`config.mk`:
```
export PLATFORM = sky130hd
export DESIGN_NAME = lcd_raster_timer
export DESIGN_NICKNAME = d
export VERILOG_FILES = /design/src/rtl/lcd_raster_pkg.sv /design/src/rtl/lcd_axis.sv /design/src/rtl/lcd_cfg_bank.sv /design/src/rtl/lcd_event_flags.sv /design/src/rtl/lcd_raster_timer.sv
export SDC_FILE = /design/constraint.sdc
export NUM_CORES = 1
export LEC_CHECK = 0
export ABC_AREA = 1
export BUFFER_PORTS_ARGS = -buffer_cell sky130_fd_sc_hd__buf_2
export CAP_MARGIN = 0
export CELL_PAD_IN_SITES_DETAIL_PLACEMENT = 1
export CELL_PAD_IN_SITES_GLOBAL_PLACEMENT = 1
export CORE_UTILIZATION = 50
export CTS_CLUSTER_DIAMETER = 40
export CTS_CLUSTER_SIZE = 10
export DETAILED_ROUTE_END_ITERATION = 7
export GPL_TIMING_DRIVEN = 0
export HOLD_SLACK_MARGIN = 0.05
export PLACE_DENSITY_LB_ADDON = 0.3
export RECOVER_POWER = 100
export SYNTH_ARGS = -nofsm -noshare
export SYNTH_HDL_FRONTEND = slang
export SYNTH_SLANG_ARGS = --single-unit
```
`constraint.sdc`:
```
create_clock -name clk -period 12.89 [get_ports clk]
set_input_delay 2.578 -clock clk [delete_from_list [all_inputs] [get_ports clk]]
set_output_delay 2.578 -clock clk [all_outputs]
set_load 0.02 [all_outputs]
```
`src/rtl/lcd_raster_pkg.sv`:
```
package lcd_raster_pkg;
  localparam int FW = 12;          // field width, fits 800x600 with margins
  localparam int TW = FW + 2;      // counter width, holds a sum of four fields

  localparam int A_HSW  = 0;
  localparam int A_HBP  = 1;
  localparam int A_HACT = 2;
  localparam int A_HFP  = 3;
  localparam int A_VSW  = 4;
  localparam int A_VBP  = 5;
  localparam int A_VACT = 6;
  localparam int A_VFP  = 7;
  localparam int A_POL  = 8;
  localparam int A_LINE = 9;
  localparam int A_CTRL = 10;
  localparam int A_RLD  = 11;
  localparam int A_IEN  = 12;
  localparam int A_CLR  = 13;

  typedef struct packed {
    logic [FW-1:0] hsw, hbp, hact, hfp;
    logic [FW-1:0] vsw, vbp, vact, vfp;
    logic [FW-1:0] line;
    logic [3:0]    pol;
  } lcd_timing_t;

  localparam lcd_timing_t TIMING_RST = '{
    hsw: FW'(2), hbp: FW'(2), hact: FW'(8), hfp: FW'(2),
    vsw: FW'(1), vbp: FW'(1), vact: FW'(4), vfp: FW'(1),
    line: '0, pol: 4'b0000};

  function automatic logic [TW-1:0] widen(input logic [FW-1:0] f);
    return {2'b00, f};
  endfunction

  function automatic logic [TW-1:0] span_total(input logic [FW-1:0] a, b, c, d);
    return widen(a) + widen(b) + widen(c) + widen(d);
  endfunction

  function automatic logic in_span(input logic [TW-1:0] pos, start,
                                   input logic [FW-1:0] len);
    return (pos >= start) && (pos < start + widen(len));
  endfunction

  function automatic logic [FW-1:0] offset_in(input logic [TW-1:0] pos, start);
    logic [TW-1:0] d;
    d = pos - start;
    return d[FW-1:0];
  endfunction

  function automatic logic drive_level(input logic active, input logic high_true);
    return active ? high_true : !high_true;
  endfunction
endpackage

```
`src/rtl/lcd_axis.sv`:
```
module lcd_axis
  import lcd_raster_pkg::*;
(
  input  logic          clk,
  input  logic          rst_n,
  input  logic          run,
  input  logic          restart,
  input  logic          step,
  input  logic [FW-1:0] sw,
  input  logic [FW-1:0] bp,
  input  logic [FW-1:0] ac,
  input  logic [FW-1:0] fp,
  output logic [TW-1:0] pos,
  output logic [FW-1:0] off,
  output logic          last,
  output logic          in_sync,
  output logic          in_act
);
  localparam logic [TW-1:0] ONE = TW'(1);

  logic [TW-1:0] total;
  logic [TW-1:0] act_start;

  assign total     = span_total(sw, bp, ac, fp);
  assign act_start = widen(sw) + widen(bp);
  assign last      = (pos == total - ONE);
  assign in_sync   = (pos < widen(sw));
  assign in_act    = in_span(pos, act_start, ac);
  assign off       = offset_in(pos, act_start);

  always_ff @(posedge clk or negedge rst_n) begin
    if (!rst_n)                pos <= '0;
    else if (!run || restart)  pos <= '0;
    else if (step)             pos <= last ? '0 : pos + ONE;
  end

  // the position never leaves the programmed period
  a_r1_pos_in_period: assert property (@(posedge clk) disable iff (!rst_n)
    (run && total != '0) |-> (pos < total));
  // an idle axis sits at zero
  a_r10_idle_zero: assert property (@(posedge clk) disable iff (!rst_n)
    (!run) |=> (pos == '0));
endmodule

```
`src/rtl/lcd_cfg_bank.sv`:
```
module lcd_cfg_bank
  import lcd_raster_pkg::*;
#(
  parameter int AW = 4
)(
  input  logic          clk,
  input  logic          rst_n,
  input  logic          we,
  input  logic [AW-1:0] addr,
  input  logic [FW-1:0] wdata,
  input  logic          frame_end,
  output lcd_timing_t   act,
  output logic          en,
  output logic [1:0]    ien,
  output logic [1:0]    clr,
  output logic          copy,
  output logic          imm_fire,
  output logic [1:0]    pend
);
  lcd_timing_t sh;
  logic req_imm, req_blk;
  logic imm_set, blk_set, blk_fire;

  assign imm_set  = we && (addr == AW'(A_RLD)) && wdata[0];
  assign blk_set  = we && (addr == AW'(A_RLD)) && wdata[1];
  assign imm_fire = req_imm;
  assign blk_fire = req_blk && (frame_end || !en);
  assign copy     = imm_fire || blk_fire;
  assign clr      = (we && addr == AW'(A_CLR)) ? wdata[1:0] : 2'b00;
  assign pend     = {req_blk, req_imm};

  always_ff @(posedge clk or negedge rst_n) begin
    if (!rst_n) begin
      sh      <= TIMING_RST;
      act     <= TIMING_RST;
      en      <= 1'b0;
      ien     <= 2'b00;
      req_imm <= 1'b0;
      req_blk <= 1'b0;
    end else begin
      if (copy) act <= sh;
      req_imm <= imm_set;
      req_blk <= blk_set || (req_blk && !blk_fire);
      if (we) begin
        case (addr)
          AW'(A_HSW):  sh.hsw  <= wdata;
          AW'(A_HBP):  sh.hbp  <= wdata;
          AW'(A_HACT): sh.hact <= wdata;
          AW'(A_HFP):  sh.hfp  <= wdata;
          AW'(A_VSW):  sh.vsw  <= wdata;
          AW'(A_VBP):  sh.vbp  <= wdata;
          AW'(A_VACT): sh.vact <= wdata;
          AW'(A_VFP):  sh.vfp  <= wdata;
          AW'(A_POL):  sh.pol  <= wdata[3:0];
          AW'(A_LINE): sh.line <= wdata;
          AW'(A_CTRL): en      <= wdata[0];
          AW'(A_IEN):  ien     <= wdata[1:0];
          default: ;
        endcase
      end
    end
  end

  // a blanking request waits while the frame is still running
  a_r7_blank_waits: assert property (@(posedge clk) disable iff (!rst_n)
    (req_blk && en && !frame_end) |=> req_blk);
  // the working set moves only on a copy
  a_r5_working_stable: assert property (@(posedge clk) disable iff (!rst_n)
    (!copy) |=> (act == $past(act)));
endmodule

```
`src/rtl/lcd_event_flags.sv`:
```
module lcd_event_flags #(
  parameter int N = 2
)(
  input  logic         clk,
  input  logic         rst_n,
  input  logic [N-1:0] set,
  input  logic [N-1:0] clr,
  input  logic [N-1:0] ien,
  output logic [N-1:0] flags,
  output logic         irq
);
  always_ff @(posedge clk or negedge rst_n) begin
    if (!rst_n) flags <= '0;
    else        flags <= set | (flags & ~clr);
  end

  assign irq = |(flags & ien);

  for (genvar gi = 0; gi < N; gi++) begin : g_chk
    // sticky until cleared, set wins over clear
    a_r9_sticky: assert property (@(posedge clk) disable iff (!rst_n)
      (flags[gi] && !clr[gi]) |=> flags[gi]);
    a_r9_set_wins: assert property (@(posedge clk) disable iff (!rst_n)
      set[gi] |=> flags[gi]);
  end
endmodule

```
`src/rtl/lcd_raster_timer.sv`:
```
module lcd_raster_timer
  import lcd_raster_pkg::*;
#(
  parameter int AW = 4
)(
  input  logic          clk,
  input  logic          rst_n,
  input  logic          cfg_we,
  input  logic [AW-1:0] cfg_addr,
  input  logic [FW-1:0] cfg_wdata,
  output logic          lcd_hsync,
  output logic          lcd_vsync,
  output logic          lcd_de,
  output logic          lcd_pclk_inv,
  output logic [FW-1:0] pix_x,
  output logic [FW-1:0] pix_y,
  output logic          irq,
  output logic          line_flag,
  output logic          reload_flag,
  output logic [1:0]    reload_pend
);
  lcd_timing_t act;
  logic        en, copy, imm_fire, frame_end, line_hit;
  logic [1:0]  ien, clr, flags;
  logic [TW-1:0] h_pos, v_pos;
  logic [FW-1:0] h_off, v_off;
  logic h_last, v_last, h_sync, v_sync, h_act, v_act;
  logic hs_on, vs_on, de_on;

  lcd_cfg_bank #(.AW(AW)) u_cfg (
    .clk(clk), .rst_n(rst_n), .we(cfg_we), .addr(cfg_addr), .wdata(cfg_wdata),
    .frame_end(frame_end), .act(act), .en(en), .ien(ien), .clr(clr),
    .copy(copy), .imm_fire(imm_fire), .pend(reload_pend));

  lcd_axis u_h (
    .clk(clk), .rst_n(rst_n), .run(en), .restart(imm_fire), .step(1'b1),
    .sw(act.hsw), .bp(act.hbp), .ac(act.hact), .fp(act.hfp),
    .pos(h_pos), .off(h_off), .last(h_last), .in_sync(h_sync), .in_act(h_act));

  lcd_axis u_v (
    .clk(clk), .rst_n(rst_n), .run(en), .restart(imm_fire), .step(h_last),
    .sw(act.vsw), .bp(act.vbp), .ac(act.vact), .fp(act.vfp),
    .pos(v_pos), .off(v_off), .last(v_last), .in_sync(v_sync), .in_act(v_act));

  assign frame_end = en && h_last && v_last;
  assign line_hit  = en && (h_pos == '0) && (v_pos == widen(act.line));

  lcd_event_flags #(.N(2)) u_flags (
    .clk(clk), .rst_n(rst_n), .set({copy, line_hit}), .clr(clr), .ien(ien),
    .flags(flags), .irq(irq));

  assign line_flag   = flags[0];
  assign reload_flag = flags[1];

  assign hs_on = en && h_sync;
  assign vs_on = en && v_sync;
  assign de_on = en && h_act && v_act;

  assign lcd_hsync    = drive_level(hs_on, act.pol[0]);
  assign lcd_vsync    = drive_level(vs_on, act.pol[1]);
  assign lcd_de       = drive_level(de_on, act.pol[2]);
  assign lcd_pclk_inv = act.pol[3];
  assign pix_x        = de_on ? h_off : '0;
  assign pix_y        = de_on ? v_off : '0;

  // coordinates reported while enabled stay inside the visible area
  a_r3_coords_inside: assert property (@(posedge clk) disable iff (!rst_n)
    de_on |-> (h_off < act.hact && v_off < act.vact));
  // an immediate copy restarts the raster and raises the reload flag
  a_r6_restart: assert property (@(posedge clk) disable iff (!rst_n)
    imm_fire |=> (h_pos == '0 && v_pos == '0));
  a_r6_flag: assert property (@(posedge clk) disable iff (!rst_n)
    imm_fire |=> reload_flag);
  // the line match is recorded on the next clock
  a_r8_line_seen: assert property (@(posedge clk) disable iff (!rst_n)
    line_hit |=> line_flag);
endmodule

```
# Word-level counts from Yosys, hierarchy flattened
# Cells that the tools add are included.
[classes] n_bitwise=4 magnitude_cmp=6 muxes=11 reduce_logical=41 n_eq_ne=16 add_sub_neg=12
[op_table] cell="$mux 14" count=5
[op_table] cell="$add 13x12->14" count=2
[op_table] cell="$add 14x1->14 const B" count=2
[op_table] cell="$add 14x12->14" count=2
[op_table] cell="$eq 14x14->1" count=2
[op_table] cell="$ge 14x13->1" count=2
[op_table] cell="$lt 14x12->1" count=2
[op_table] cell="$lt 14x14->1" count=2
[op_table] cell="$sub 14x1->14 const B" count=2
[op_table] cell="$add 12x12->13" count=2
[op_table] cell="$eq 4x4->1 const B" count=6
[op_table] cell="$mux 12" count=2
[op_table] cell="$reduce_and 2->1" count=12
[op_table] cell="$sub 12x12->12" count=2
[op_table] cell="$eq 4x3->1 const B" count=4
[op_table] cell="$logic_and 1x1->1" count=16
[op_table] cell="$eq 14x12->1" count=1
[op_table] cell="$logic_not 14->1" count=1
[op_table] cell="$eq 4x2->1 const B" count=2
[op_table] cell="$logic_not 1->1" count=5
[op_table] cell="$and 2x2->2" count=2
[op_table] cell="$eq 4x1->1 const B" count=1
[op_table] cell="$logic_not 4->1" count=1
[op_table] cell="$logic_or 1x1->1" count=4
[op_table] cell="other kinds (6)" count=8
[totals] ff_bits=259 out_inout_bits=33 elab_cells=117

# Longest topological paths before layout
# Gate-level depths: netlist of the first run.
[depth] word_depth=12 mapped_depth=39 mapped_depth_nobuf=37

# Hierarchy
# A second synthesis of the first run with hierarchy kept.
[hier_totals] hier_cells=2663 area_unflattened_um2=18826.8
[by_module_without_submodules] mod="lcd_cfg_bank" seq_area_each_um2=5750.5 n_inst=1 cells_per_inst=1064 area_per_inst_um2=9344.0
[by_module_without_submodules] mod="lcd_axis (u_h)" seq_area_each_um2=350.3 n_inst=1 cells_per_inst=740 area_per_inst_um2=4518.1
[by_module_without_submodules] mod="lcd_axis (u_v)" seq_area_each_um2=350.3 n_inst=1 cells_per_inst=722 area_per_inst_um2=4356.7
[by_module_without_submodules] mod="lcd_raster_timer" seq_area_each_um2=0.0 n_inst=1 cells_per_inst=124 area_per_inst_um2=516.7
[by_module_without_submodules] mod="lcd_event_flags" seq_area_each_um2=50.0 n_inst=1 cells_per_inst=13 area_per_inst_um2=91.3

# Worst setup path after synthesis of the first run
# Ideal clock, no wire load.
[synth_timing] path_type="register to output" start="register u_cfg.act[54] (netlist name)" end="output pix_x[10]" required_time_ns=10.312 path_stages_with_launch=31 arrival_time_ns=4.471 path_buffers=1 setup_slack_ns=5.841 path_cell_list="dfrtp_1 > ha_1 > nand2_1 > nand2_1 > nand2_1 > and3_1 > o21ai_0 > a21oi_1 > o21bai_1 > nand2_1 > nand2_1 > a21oi_1 > xnor2_1 > ha_1 > nand2_1 > inv_1 > a21oi_1 > nand2_1 > nor2_1 > nand2_1 > nand2_1 > inv_2 > ha_1 > nand2_1 > o21ai_0 > a2111oi_0 > nand3_1 > nor2_1 > nand2_1 > clkbuf_1 > nor2_1"
[synth_via] elab_chain_cells=6 elab_cells_between_ends=7
[synth_lines] element="$add 12x12->13 *" line_no="lcd_axis.sv:25" text="assign act_start = widen(sw) + widen(bp);"
[synth_lines] element="$add 13x12->14" line_no="lcd_raster_pkg.sv:42" text="return (pos >= start) && (pos < start + widen(len));"
[synth_lines] element="$lt 14x14->1" line_no="lcd_raster_pkg.sv:42"
[synth_lines] element="$logic_and 1x1->1 *" line_no="lcd_raster_pkg.sv:42"
[synth_lines] element="$logic_and 1x1->1 *" line_no="lcd_raster_timer.sv:57" text="assign de_on = en && h_act && v_act;"
[synth_lines] element="$mux 12 *" line_no="lcd_raster_timer.sv:63" text="assign pix_x = de_on ? h_off : '0;"
[synth_lines] element="to (decl)" line_no="lcd_raster_timer.sv:15" text="output logic [FW-1:0] pix_x,"
# Mark *: on every way between the ends. The rest lies on a longest branch, timed or not.

==> impl_metrics.prom, run 1 <==
# TYPE chip_impl_metric gauge
chip_impl_metric{name="fp-row-count",unit=""} 67
chip_impl_metric{name="worst_path_largest_cell_delay",unit="ns"} 3.98
chip_impl_metric{name="syn_inst",unit=""} 2267
chip_impl_metric{name="setup_slack",unit="ns"} 3.774
chip_impl_metric{name="worst_skew_pair.late_latency",unit="ns"} 0.56
chip_impl_metric{name="inserted_clock_buffers",unit=""} 41
chip_impl_metric{name="worst-path-buf-inv",unit=""} 2
chip_impl_info{name="min_path_type",value="flip-flop to flip-flop"} 1
chip_impl_metric{name="floorplan.die_area",unit="mm²"} 0.03519
chip_impl_metric{name="number_of_instances_on_the_worst_hold_path",unit=""} 2
chip_impl_metric{name="post-route-drc-count",unit=""} 0
chip_impl_metric{name="post-route-min-period",unit="ns"} 9.116
chip_impl_metric{name="numPortBuffers",unit=""} 51
chip_impl_metric{name="dp_hpwl",unit="mm"} 45.01
chip_impl_metric{name="clock_skew",unit="ns"} 0.01885
chip_impl_info{name="holdCritStartpoint",value="u_cfg.sh[101]"} 1
chip_impl_metric{name="first_global_vias",unit=""} 17702
chip_impl_metric{name="net_count_synth",unit=""} 2461
chip_impl_metric{name="initial_utilization",unit="%"} 51.10
chip_impl_info{name="min_to",value="u_cfg.act[101]"} 1
chip_impl_metric{name="arrival",unit="ns"} 8.41
chip_impl_metric{name="tightestPinTransition",unit="ns"} 5.548
chip_impl_metric{name="pre_cts_ws",unit="ns"} 4.729
chip_impl_metric{name="final_design_area_excluding_fillers",unit="mm²"} 0.01931
chip_impl_metric{name="tns",unit="ns"} 0
chip_impl_info{name="criticalPathCategory",value="input port to asynchronous set/reset pin"} 1
chip_impl_metric{name="firstDrtPassIters",unit=""} 5
chip_impl_info{name="status",value="finished with violations"} 1
chip_impl_metric{name="hold_viol_final",unit=""} 0
chip_impl_info{name="cp-end-kind",value="asynchronous set/reset pin"} 1
chip_impl_metric{name="ys_seq_area_share",unit="%"} 37.75
chip_impl_metric{name="grt_util_all_layers",unit="%"} 36.49
chip_impl_metric{name="antenna_violating_nets_post_route",unit=""} 0
chip_impl_info{name="slowest_stage",value="sky130_fd_sc_hd__clkbuf_1"} 1
chip_impl_metric{name="clk_pin_slew",unit="ns"} 0.05
chip_impl_metric{name="cts_max_path_buffers",unit=""} 3
chip_impl_info{name="clk_root_buffer_cell",value="sky130_fd_sc_hd__clkbuf_16"} 1
chip_impl_metric{name="yosys_warnings",unit=""} 0
chip_impl_info{name="crit_path_frequent_cell",value="sky130_fd_sc_hd__clkbuf_1"} 1
chip_impl_metric{name="finalWeightedCongestion",unit=""} 0.9161
chip_impl_metric{name="boundaryPins",unit=""} 52
chip_impl_metric{name="timing.critical_path.fanout_max",unit=""} 97
chip_impl_metric{name="fp.dieW",unit="µm"} 187.6
chip_impl_metric{name="setup_failing_eps_final",unit=""} 0
chip_impl_info{name="critPathTopFamily",value="buffers and inverters"} 1
chip_impl_metric{name="clock_sink_count",unit=""} 259
chip_impl_metric{name="n_fill_cell",unit=""} 4272
chip_impl_metric{name="drt-total-wl",unit="mm"} 63.49
chip_impl_metric{name="post_route_cells_drive_above_1_share",unit="%"} 5.395
chip_impl_metric{name="wire_length_of_the_first_global_routing_pass",unit="mm"} 99.84
chip_impl_metric{name="area_of_the_placeable_core",unit="mm²"} 0.03370
chip_impl_metric{name="synth_edf_count",unit=""} 0
chip_impl_metric{name="cts-resized-gates",unit=""} 0
chip_impl_metric{name="die_h",unit="µm"} 187.6
chip_impl_metric{name="via_per_inst",unit=""} 5.813
chip_impl_metric{name="critPathRequiredTime",unit="ns"} 12.19
chip_impl_metric{name="postPlaceCellArea",unit="mm²"} 0.01810
chip_impl_metric{name="maximum_number_of_pins_on_one_net_before_global_route_repair",unit=""} 122
chip_impl_metric{name="synth.cell_area",unit="mm²"} 0.01722
chip_impl_metric{name="layout_worst_path_cycle_share",unit="%"} 70.72
chip_impl_info{name="failing_checks",value="capacitance limit, slew limit"} 1
chip_impl_metric{name="flow.area_growth_from_synthesis",unit="%"} 12.11
chip_impl_metric{name="first_iter_violations",unit=""} 1139
chip_impl_metric{name="ctsHtreeMaxLevel",unit=""} 2
chip_impl_metric{name="wl_per_cell",unit="µm"} 22.36
chip_impl_metric{name="post_cts_buffers",unit=""} 0
chip_impl_info{name="startpoint_type",value="input port"} 1
chip_impl_metric{name="timing.fmax",unit="GHz"} 0.1097
chip_impl_metric{name="antenna_cells",unit=""} 0
chip_impl_metric{name="flop2flop_setup_slack",unit="ns"} 4.92
chip_impl_metric{name="max_slew_margin",unit="%"} -269.9
chip_impl_info{name="unrepaired_setup_endpoints_after_global_routing",value="false"} 1
chip_impl_info{name="critical_path.cell_chain",value="clkbuf_1 > clkbuf_1"} 1
chip_impl_info{name="worst_r2r_endpoint",value="u_cfg.act[27]"} 1
chip_impl_metric{name="final_max_slew_viol_count",unit=""} 141
chip_impl_info{name="critical_path.reg2reg.startpoint",value="u_cfg.act[100]"} 1
chip_impl_info{name="cts_tree",value="done"} 1
chip_impl_metric{name="finish.net_count",unit=""} 2557
chip_impl_metric{name="vias",unit=""} 16504
chip_impl_metric{name="antenna_violations_before_repair",unit=""} 1
chip_impl_info{name="synth_ff_type",value="sky130_fd_sc_hd__dfrtp_1"} 1
chip_impl_metric{name="total_global_routing_overflow",unit=""} 0
chip_impl_metric{name="mean_area_per_synthesized_cell",unit="µm²"} 7.596
chip_impl_metric{name="r2r.worst_path.cells",unit=""} 35
chip_impl_metric{name="timing.max_cap.violations",unit=""} 2
chip_impl_metric{name="async_flop_share",unit="%"} 100.0
chip_impl_metric{name="number_of_different_library_cells_in_the_post_synthesis_netlist",unit=""} 51
chip_impl_metric{name="cts.hold.buffers_added",unit=""} 0
chip_impl_metric{name="total_of_flip_flops_plus_latches_after_synthesis",unit=""} 259
-- worst max path at each step --
stage                              from             to  depth (start not counted)
after floorplan           u_cfg.act[54]      pix_x[10]                         30
after CTS                 u_cfg.act[44]       pix_y[8]                         31
final                             rst_n     u_v.pos[1]                          2
after detailed placement  u_cfg.act[56]      pix_x[10]                         31
after global placement            rst_n  u_cfg.act[21]                          1
after global routing              rst_n     u_v.pos[1]                          2
-- per-stage QoR --
stage                     utilization [%]  instances  hold slack, ns
final                               57.29       2839          0.4662
after global routing                57.29       2839          0.4894
after CTS                           57.79       2839          0.4688
after detailed placement            53.71       2768          0.4537
after global placement              53.52       2766          0.4488
after floorplan                         -       2267          0.4419
-- flip-flops by register name, summed over array words and instances, names as in the netlist --
| name | cells |
|---|---|
| u_v.pos | 14 |
| u_cfg.act | 112 |
| u_cfg.ien | 2 |
| u_cfg.req_blk | 1 |
| u_flags.flags | 2 |
| u_h.pos | 14 |
| u_cfg.sh | 112 |
| u_cfg.en | 1 |
| u_cfg.imm_fire | 1 |
-- cell families (layout without fill, tap and decap cells) --
kind of cell | after synthesis | count (layout) | share of synthesized area, %
simple gates | 1068 | 1068 | 25.70
buf+inv | 361 | 485 | 8.465
compound gates | 296 | 296 | 9.526
flops | 259 | 259 | 37.75
fa+ha+maj | 175 | 175 | 13.06
xor+xnor | 108 | 108 | 5.493
-- cells in the mapped netlist, drive strengths merged (5+ instances only) --
cell type | instances | area (µm²)
xnor2 | 30 | 262.8
xor2 | 78 | 683.2
buf | 30 | 214.0
dfstp | 16 | 420.4
dfrtp | 243 | 6081
nand2 | 685 | 2586
a21o | 9 | 67.56
nand3b | 9 | 67.56
nor2 | 134 | 505.5
nor3 | 16 | 80.08
o21ai | 155 | 787.0
o21bai | 10 | 75.07
a21oi | 86 | 441.7
ha | 167 | 2090
nand3 | 186 | 945.9
or2 | 5 | 31.28
clkbuf | 46 | 173.9
fa | 8 | 160.2
inv | 282 | 1059
nand4 | 28 | 175.2
o211ai | 5 | 37.54
a31oi | 11 | 68.82
-- layout make-up --
class	instances	area [µm²]	share of cell area, %
tap	448	560.5	2.903
sequential	259	6501	33.67
timing repair buffer	53	245.2	1.270
multi-input combinational	1647	9248	47.90
buffer	76	306.5	1.588
clock inverter	19	267.8	1.387
inverter	285	1070	5.541
clock buffer	52	1107	5.736
-- metal layers --
metal	part of all wire, %	vias to the layer above	global-route usage, %
met1	43	8221	47.85
li1	-	7490	-
met5	0.028	-	0
met2	46	614	59.63
met3	6.7	177	6.382
met4	4.1	2	14.98
-- worst register-to-register path, delay by kind of cell, from the launching register on --
kind            cells  cell delay, ns
xor+xnor            1            0.25
flops               1            0.48
compound gates      5            1.64
buf+inv             6            1.54
fa+ha+maj           4            1.34
simple gates       19            2.66
-- placed cells by master, fill, tap and decap left out, types with 41 or more instances in the layout --
cell type and instances:
sky130_fd_sc_hd__nand2_1 682, sky130_fd_sc_hd__inv_1 281, sky130_fd_sc_hd__dfrtp_1 243, sky130_fd_sc_hd__nand3_1 183, sky130_fd_sc_hd__ha_1 167, sky130_fd_sc_hd__o21ai_0 152, sky130_fd_sc_hd__nor2_1 133, sky130_fd_sc_hd__clkbuf_1 101
sky130_fd_sc_hd__a21oi_1 85, sky130_fd_sc_hd__xor2_1 78, sky130_fd_sc_hd__clkbuf_16 41
Power of run 1 is not shown: default switching activity piles up to over one toggle a cycle in this logic, so the estimate is an artifact.
==> run 2, diff against run 1 <==
--- a/config.mk
+++ b/config.mk
@@ -5,12 +5,12 @@
 export SDC_FILE = /design/constraint.sdc
 export NUM_CORES = 1
 export LEC_CHECK = 0
-export ABC_AREA = 1
+export ABC_AREA = 0
 export BUFFER_PORTS_ARGS = -buffer_cell sky130_fd_sc_hd__buf_2
 export CAP_MARGIN = 0
 export CELL_PAD_IN_SITES_DETAIL_PLACEMENT = 1
 export CELL_PAD_IN_SITES_GLOBAL_PLACEMENT = 1
-export CORE_UTILIZATION = 50
+export CORE_UTILIZATION = 46
 export CTS_CLUSTER_DIAMETER = 40
 export CTS_CLUSTER_SIZE = 10
 export DETAILED_ROUTE_END_ITERATION = 7
==> constraint.sdc (replaced) <==
create_clock -name clk -period 8.04 [get_ports clk]
set_input_delay 1.608 -clock clk [delete_from_list [all_inputs] [get_ports clk]]
set_output_delay 1.608 -clock clk [all_outputs]
set_load 0.02 [all_outputs]
==> impl_metrics.prom, run 2 <==
# TYPE chip_impl_metric gauge
chip_impl_info{name="worst_r2r_endpoint",value="u_cfg.act[105]"} 1
chip_impl_metric{name="total_of_flip_flops_plus_latches_after_synthesis",unit=""} 259
chip_impl_info{name="layout_top_registers",value="u_cfg.act: 112 flops, u_cfg.sh: 112 flops"} 1
chip_impl_info{name="slowest_stage",value="sky130_fd_sc_hd__a211o_4"} 1
chip_impl_metric{name="setup_slack",unit="ns"} 0.1025
chip_impl_metric{name="async_flop_share",unit="%"} 100.0
chip_impl_info{name="cp-end-kind",value="output port"} 1
chip_impl_metric{name="numPortBuffers",unit=""} 49
chip_impl_metric{name="worst_path_largest_cell_delay",unit="ns"} 0.44
chip_impl_metric{name="r2r.worst_path.cells",unit=""} 31
chip_impl_metric{name="clock_skew",unit="ns"} 0.01972
chip_impl_metric{name="ys_seq_area_share",unit="%"} 38.19
chip_impl_metric{name="clk_pin_slew",unit="ns"} 0.05
chip_impl_info{name="synth.cells.most_frequent",value="sky130_fd_sc_hd__dfrtp_1, sky130_fd_sc_hd__mux2_2, sky130_fd_sc_hd__ha_1, sky130_fd_sc_hd__inv_1, sky130_fd_sc_hd__nor2_1"} 1
chip_impl_metric{name="timing.max_cap.violations",unit=""} 2
chip_impl_metric{name="fp-row-count",unit=""} 70
chip_impl_metric{name="antenna_violations_before_repair",unit=""} 5
chip_impl_metric{name="final_max_slew_viol_count",unit=""} 180
chip_impl_info{name="min_to",value="u_cfg.act[108]"} 1
chip_impl_metric{name="yosys_warnings",unit=""} 0
chip_impl_metric{name="worst_skew_pair.late_latency",unit="ns"} 0.54
chip_impl_metric{name="timing.fmax",unit="GHz"} 0.1260
chip_impl_metric{name="post_route_cells_drive_above_1_share",unit="%"} 21.39
chip_impl_info{name="crit_path_frequent_cell",value="sky130_fd_sc_hd__a21o_1"} 1
chip_impl_metric{name="syn_inst",unit=""} 1646
chip_impl_metric{name="initial_utilization",unit="%"} 46.61
chip_impl_info{name="failing_checks",value="capacitance limit, slew limit"} 1
chip_impl_metric{name="wire_length_of_the_first_global_routing_pass",unit="mm"} 83.07
chip_impl_metric{name="worst-path-buf-inv",unit=""} 2
chip_impl_info{name="clk_root_buffer_cell",value="sky130_fd_sc_hd__clkbuf_16"} 1
chip_impl_info{name="post-synth-top-count-cell",value="sky130_fd_sc_hd__dfrtp_1"} 1
chip_impl_metric{name="maximum_number_of_pins_on_one_net_before_global_route_repair",unit=""} 123
chip_impl_metric{name="clock_sink_count",unit=""} 259
chip_impl_metric{name="inserted_clock_buffers",unit=""} 39
chip_impl_metric{name="hold_viol_final",unit=""} 0
chip_impl_metric{name="timing.critical_path.fanout_max",unit=""} 10
chip_impl_info{name="critPathTopFamily",value="compound AO/OA/AOI/OAI gates"} 1
chip_impl_metric{name="synth.cell_area",unit="mm²"} 0.01702
chip_impl_metric{name="critPathRequiredTime",unit="ns"} 6.43
chip_impl_info{name="min_path_type",value="flip-flop to flip-flop"} 1
chip_impl_info{name="mostFrequentLayoutCell",value="sky130_fd_sc_hd__dfrtp_1"} 1
chip_impl_metric{name="wl_per_cell",unit="µm"} 23.92
chip_impl_metric{name="boundaryPins",unit=""} 52
chip_impl_metric{name="pre_cts_ws",unit="ns"} -0.8438
chip_impl_info{name="criticalPathCategory",value="flip-flop to output port"} 1
chip_impl_metric{name="firstDrtPassIters",unit=""} 5
chip_impl_metric{name="utilization",unit="%"} 54.09
chip_impl_metric{name="grt_util_all_layers",unit="%"} 28.62
chip_impl_metric{name="post-route-drc-count",unit=""} 0
chip_impl_info{name="critical_path.reg2reg.startpoint",value="u_cfg.act[52]"} 1
chip_impl_metric{name="number_of_instances_on_the_worst_hold_path",unit=""} 1
chip_impl_metric{name="mean_area_per_synthesized_cell",unit="µm²"} 10.34
chip_impl_metric{name="die_h",unit="µm"} 194.4
chip_impl_metric{name="finalWeightedCongestion",unit=""} 0.9348
chip_impl_metric{name="number_of_different_library_cells_in_the_post_synthesis_netlist",unit=""} 69
chip_impl_metric{name="hold_slack",unit="ns"} 0.4835
chip_impl_metric{name="net_count_synth",unit=""} 1840
chip_impl_metric{name="post-route-min-period",unit="ns"} 7.937
chip_impl_metric{name="flow.area_growth_from_synthesis",unit="%"} 16.04
chip_impl_metric{name="area_of_the_placeable_core",unit="mm²"} 0.03652
chip_impl_metric{name="n_fill_cell",unit=""} 3938
chip_impl_metric{name="max_slew_margin",unit="%"} -121.5
chip_impl_metric{name="flop2flop_setup_slack",unit="ns"} 0.27
chip_impl_metric{name="floorplan.die_area",unit="mm²"} 0.03778
chip_impl_metric{name="antenna_violating_nets_post_route",unit=""} 0
chip_impl_info{name="cts_tree",value="done"} 1
chip_impl_metric{name="vias",unit=""} 13568
chip_impl_info{name="startpoint_type",value="flip-flop"} 1
chip_impl_metric{name="synth_edf_count",unit=""} 0
chip_impl_metric{name="dp_hpwl",unit="mm"} 39.30
chip_impl_metric{name="first_iter_violations",unit=""} 875
chip_impl_metric{name="drt-total-wl",unit="mm"} 53.81
chip_impl_metric{name="arrival",unit="ns"} 6.33
chip_impl_metric{name="total_global_routing_overflow",unit=""} 0
chip_impl_metric{name="setup_failing_eps_final",unit=""} 0
chip_impl_metric{name="finish.net_count",unit=""} 1945
chip_impl_info{name="synth_area_leader_cell",value="sky130_fd_sc_hd__dfrtp_1"} 1
chip_impl_metric{name="layout_worst_path_cycle_share",unit="%"} 98.72
chip_impl_metric{name="ctsHtreeMaxLevel",unit=""} 2
chip_impl_metric{name="cts_max_path_buffers",unit=""} 3
chip_impl_metric{name="tightestPinTransition",unit="ns"} 3.322
chip_impl_info{name="yosys-top-cells-area",value="sky130_fd_sc_hd__dfrtp_1, sky130_fd_sc_hd__ha_1, sky130_fd_sc_hd__mux2_2"} 1
chip_impl_metric{name="fp.dieW",unit="µm"} 194.4
chip_impl_info{name="final_cell_mix",value="sky130_fd_sc_hd__dfrtp_1, sky130_fd_sc_hd__mux2_2, sky130_fd_sc_hd__ha_1, sky130_fd_sc_hd__inv_1, sky130_fd_sc_hd__nor2_1"} 1
chip_impl_info{name="unrepaired_setup_endpoints_after_global_routing",value="true"} 1
chip_impl_info{name="holdCritStartpoint",value="u_cfg.sh[108]"} 1
chip_impl_metric{name="via_per_inst",unit=""} 6.030
chip_impl_info{name="status",value="finished with violations"} 1
chip_impl_info{name="synth_ff_type",value="sky130_fd_sc_hd__dfrtp_1"} 1
chip_impl_metric{name="first_global_vias",unit=""} 14322
chip_impl_metric{name="post-synth-top-area-fraction",unit="%"} 35.72
==> run 2: worst max-delay path by stage <==
stage | depth (start not counted) | startpoint | end
floorplan | 27 | u_cfg.act[89] | pix_x[2]
global placement | 28 | u_cfg.act[89] | pix_x[8]
detailed placement | 28 | u_cfg.act[89] | pix_x[8]
CTS | 26 | u_cfg.act[52] | pix_x[8]
global route | 26 | u_cfg.act[89] | pix_y[4]
finish | 26 | u_cfg.act[52] | pix_y[9]
==> run 2: cells by family (layout without fill, tap and decap cells) <==
family / Yosys count / after routing / share of synthesized area [%]
buffers and inverters: 211 / 346 / 4.821
AND/OR/NAND/NOR: 335 / 335 / 9.878
multiplexers: 187 / 187 / 12.35
flip-flops: 259 / 259 / 38.19
other: 0 / 1 / 0
adder cells (fa/ha/maj): 176 / 176 / 13.27
XOR/XNOR: 132 / 132 / 6.872
AO/OA/AOI/OAI: 346 / 346 / 14.62
==> run 2: area by class of cell <==
type,count,area [µm²],area share (%)
plain buffers,60,282.8,1.431
clock buffers,58,1129,5.713
repair buffers,65,491.7,2.489
well taps,468,585.6,2.964
multi-input cells,1176,10040,50.83
clock inverters,13,155.1,0.7854
diodes,1,2.502,0.01267
inverters,150,563.0,2.850
flip-flops and latches,259,6504,32.92
==> run 2: repair_timing <==
action | in CTS | in global routing
endpoints found under the setup margin | 25 | 136
cloned | 0 | 1
buffers inserted | 6 | 7
pin swaps | 6 | 44
hold buffers | 0 | 0
resized for setup | 31 | 94
endpoints found under the hold margin | 0 | 0
==> run 2: metal layers <==
layer | up-vias | GRT usage (%) | wire length (µm)
li1 | 6145 | - | -
met1 | 6993 | 39.17 | 23910
met2 | 334 | 45.75 | 25610
met3 | 96 | 4.112 | 2737
met4 | 0 | 11.38 | 1553
met5 | - | 0 | 0
==> run 2: worst register-to-register path, delay by kind of cell (launching register included) <==
| family | cells | cell delay, ns |
|---|---|---|
| xor+xnor | 3 | 0.49 |
| buf+inv | 6 | 1.08 |
| compound gates | 10 | 2.32 |
| fa+ha+maj | 5 | 1.52 |
| simple gates | 7 | 1.84 |
| flops | 1 | 0.39 |
==> run 2: per-stage QoR <==
stage               TNS [ns]  cells  area (µm²)
CTS                        0   2241       19380
global placement      -10.30   2163       17850
floorplan                  0   1646       17020
global route          -3.538   2249       19750
detailed placement    -15.19   2165       17920
finish                     0   2250       19760
Power of run 2 is left out for the same reason.
==> run 3, diff against run 2 <==
--- a/config.mk
+++ b/config.mk
@@ -5,12 +5,12 @@
 export SDC_FILE = /design/constraint.sdc
 export NUM_CORES = 1
 export LEC_CHECK = 0
-export ABC_AREA = 0
+export ABC_AREA = 1
 export BUFFER_PORTS_ARGS = -buffer_cell sky130_fd_sc_hd__buf_2
 export CAP_MARGIN = 0
 export CELL_PAD_IN_SITES_DETAIL_PLACEMENT = 1
 export CELL_PAD_IN_SITES_GLOBAL_PLACEMENT = 1
-export CORE_UTILIZATION = 46
+export CORE_UTILIZATION = 43
 export CTS_CLUSTER_DIAMETER = 40
 export CTS_CLUSTER_SIZE = 10
 export DETAILED_ROUTE_END_ITERATION = 7
==> impl_metrics.prom, run 3 (synthesis gave the netlist of run 1 again) <==
# TYPE chip_impl_metric gauge
chip_impl_metric{name="dp_hpwl",unit="mm"} 44.42
chip_impl_metric{name="arrival",unit="ns"} 5.92
chip_impl_info{name="crit_path_end",value="pix_y[0]"} 1
chip_impl_info{name="slowest_stage",value="sky130_fd_sc_hd__dfrtp_1"} 1
chip_impl_metric{name="r2r.worst_path.cells",unit=""} 37
chip_impl_metric{name="critPathRequiredTime",unit="ns"} 6.43
chip_impl_metric{name="n_fill_cell",unit=""} 4938
chip_impl_metric{name="area_occupied_by_multi_input_gates",unit="mm²"} 0.009259
chip_impl_metric{name="worst-path-stages",unit=""} 32
chip_impl_metric{name="layout_worst_path_cycle_share",unit="%"} 93.57
chip_impl_info{name="layout_top_registers",value="u_cfg.act: 112 flops, u_cfg.sh: 112 flops"} 1
chip_impl_metric{name="register_area",unit="mm²"} 0.006501
chip_impl_info{name="cp-end-kind",value="output port"} 1
chip_impl_metric{name="worst_skew_pair.late_latency",unit="ns"} 0.57
chip_impl_info{name="final_cell_mix",value="sky130_fd_sc_hd__nand2_1, sky130_fd_sc_hd__inv_1, sky130_fd_sc_hd__dfrtp_1, sky130_fd_sc_hd__nand3_1, sky130_fd_sc_hd__ha_1"} 1
chip_impl_metric{name="clk_pin_slew",unit="ns"} 0.06
chip_impl_metric{name="die_h",unit="µm"} 202.1
chip_impl_metric{name="ctsHtreeMaxLevel",unit=""} 2
chip_impl_metric{name="numPortBuffers",unit=""} 51
chip_impl_metric{name="wire_length_of_the_first_global_routing_pass",unit="mm"} 91.72
chip_impl_info{name="status",value="finished with violations"} 1
chip_impl_metric{name="flop2flop_setup_slack",unit="ns"} 0.53
chip_impl_metric{name="hold_viol_final",unit=""} 0
chip_impl_metric{name="utilization",unit="%"} 49.55
chip_impl_metric{name="firstDrtPassIters",unit=""} 5
chip_impl_metric{name="wl_per_cell",unit="µm"} 20.03
chip_impl_metric{name="via_per_inst",unit=""} 5.414
chip_impl_metric{name="fp.dieW",unit="µm"} 202.1
chip_impl_metric{name="postPlaceCellArea",unit="mm²"} 0.01819
chip_impl_metric{name="post-route-min-period",unit="ns"} 7.523
chip_impl_metric{name="post_route_cells_drive_above_1_share",unit="%"} 5.934
chip_impl_metric{name="boundaryPins",unit=""} 52
chip_impl_metric{name="finalWeightedCongestion",unit=""} 0.9070
chip_impl_metric{name="final_max_slew_viol_count",unit=""} 161
chip_impl_info{name="min_path_type",value="flip-flop to flip-flop"} 1
chip_impl_metric{name="timing.critical_path.fanout_max",unit=""} 10
chip_impl_metric{name="tns",unit="ns"} 0
chip_impl_metric{name="total_global_routing_overflow",unit=""} 0
chip_impl_metric{name="final_design_area_excluding_fillers",unit="mm²"} 0.01937
chip_impl_metric{name="inserted_clock_buffers",unit=""} 39
chip_impl_metric{name="worst-path-buf-inv",unit=""} 5
chip_impl_metric{name="drt-total-wl",unit="mm"} 58.31
chip_impl_info{name="clk_root_buffer_cell",value="sky130_fd_sc_hd__clkbuf_16"} 1
chip_impl_metric{name="clock_skew",unit="ns"} 0.02994
chip_impl_metric{name="first_iter_violations",unit=""} 803
chip_impl_metric{name="flow.area_growth_from_synthesis",unit="%"} 12.50
chip_impl_metric{name="tightestPinTransition",unit="ns"} 4.229
chip_impl_metric{name="clock_sink_count",unit=""} 259
chip_impl_info{name="cts_tree",value="done"} 1
chip_impl_info{name="mostFrequentLayoutCell",value="sky130_fd_sc_hd__nand2_1"} 1
chip_impl_info{name="unrepaired_setup_endpoints_after_global_routing",value="false"} 1
chip_impl_info{name="failing_checks",value="capacitance limit, slew limit"} 1
chip_impl_info{name="startpoint_type",value="flip-flop"} 1
chip_impl_metric{name="finish.net_count",unit=""} 2557
chip_impl_metric{name="grt_util_all_layers",unit="%"} 29.16
chip_impl_metric{name="setup_slack",unit="ns"} 0.5169
chip_impl_metric{name="fp-row-count",unit=""} 72
chip_impl_metric{name="max_slew_margin",unit="%"} -182.0
chip_impl_metric{name="floorplan.die_area",unit="mm²"} 0.04085
chip_impl_metric{name="first_global_vias",unit=""} 16313
chip_impl_metric{name="worst_path_largest_cell_delay",unit="ns"} 0.42
chip_impl_info{name="critical_path.reg2reg.startpoint",value="u_cfg.act[100]"} 1
chip_impl_metric{name="initial_utilization",unit="%"} 44.04
chip_impl_metric{name="antenna_violating_nets_post_route",unit=""} 0
chip_impl_metric{name="pre_cts_ws",unit="ns"} 0.5644
chip_impl_metric{name="timing.max_cap.violations",unit=""} 2
chip_impl_metric{name="vias",unit=""} 15759
chip_impl_info{name="crit_path_frequent_cell",value="sky130_fd_sc_hd__nand2_1"} 1
chip_impl_metric{name="post-route-drc-count",unit=""} 0
chip_impl_metric{name="area_of_the_placeable_core",unit="mm²"} 0.03910
chip_impl_metric{name="cts_max_path_buffers",unit=""} 3
chip_impl_metric{name="antenna_violations_before_repair",unit=""} 1
chip_impl_info{name="crit_path_start",value="u_cfg.act[44]"} 1
chip_impl_metric{name="maximum_number_of_pins_on_one_net_before_global_route_repair",unit=""} 103
chip_impl_metric{name="timing.fmax",unit="GHz"} 0.1329
chip_impl_info{name="worst_r2r_endpoint",value="u_cfg.act[40]"} 1
chip_impl_metric{name="setup_failing_eps_final",unit=""} 0
chip_impl_info{name="critPathTopFamily",value="simple AND/OR/NAND/NOR gates"} 1
chip_impl_metric{name="cts.hold.buffers_added",unit=""} 0
chip_impl_metric{name="antenna_cells",unit=""} 0
chip_impl_info{name="criticalPathCategory",value="flip-flop to output port"} 1
[run 3: cell types whose count changed in the layout (fill, tap and decap cells not counted), moves of 50 or more]
cell | before | now
sky130_fd_sc_hd__nand3_1 | 28 | 183
sky130_fd_sc_hd__nand2_1 | 57 | 682
sky130_fd_sc_hd__o21ai_0 | 56 | 151
sky130_fd_sc_hd__nor2_1 | 81 | 131
sky130_fd_sc_hd__mux2_2 | 172 | 0
sky130_fd_sc_hd__inv_1 | 150 | 280
[run 3: through the flow]
step	hold slack [ns]	instances
4_1_cts	0.4633	2909
3_3_place_gp	0.4503	2836
2_1_floorplan	0.4419	2267
3_5_place_dp	0.4538	2838
6_report	0.4636	2911
5_1_grt	0.4837	2911
[run 3: final cells by class]
class	count	area share [%]
timing repair buffer	55	1.318
tap	518	3.346
multi-input combinational	1647	47.79
clock buffer	53	5.574
inverter	285	5.522
sequential	259	33.56
buffer	76	1.841
clock inverter	18	1.046
[run 3: how the worst min path moves through the flow]
stage,from,endpoint,slack [ns],depth (start not counted)
3_3_place_gp,u_cfg.sh[30],u_cfg.act[30],0.45,2
2_1_floorplan,u_cfg.sh[101],u_cfg.act[101],0.44,2
6_report,u_cfg.sh[30],u_cfg.act[30],0.46,2
5_1_grt,u_cfg.sh[52],u_cfg.act[52],0.48,2
4_1_cts,u_cfg.sh[16],u_cfg.act[16],0.46,2
3_5_place_dp,u_cfg.sh[16],u_cfg.act[16],0.45,2
[run 3: metal layers]
metal	GRT usage [%]	wire, µm
met5	0	0
met4	8.163	1435
met3	4.402	2737
met2	46.40	26230
met1	41.14	27910
[run 3: timing repair]
action,4_1_cts,5_1_grt
pin swaps,0,1
gates resized for setup,1,7
endpoints found under the setup margin,4,23
buffers inserted,0,2
[run 3: worst reg2reg max path, delay by kind of cell (launching register included)]
family / cells / cell delay [ns]
adder cells (fa/ha/maj): 4 / 1.33
buffers and inverters: 7 / 1.01
XOR/XNOR: 1 / 0.27
AND/OR/NAND/NOR: 20 / 2.68
AO/OA/AOI/OAI: 5 / 1.66
flip-flops: 1 / 0.50
Power of run 3 is left out for the same reason.
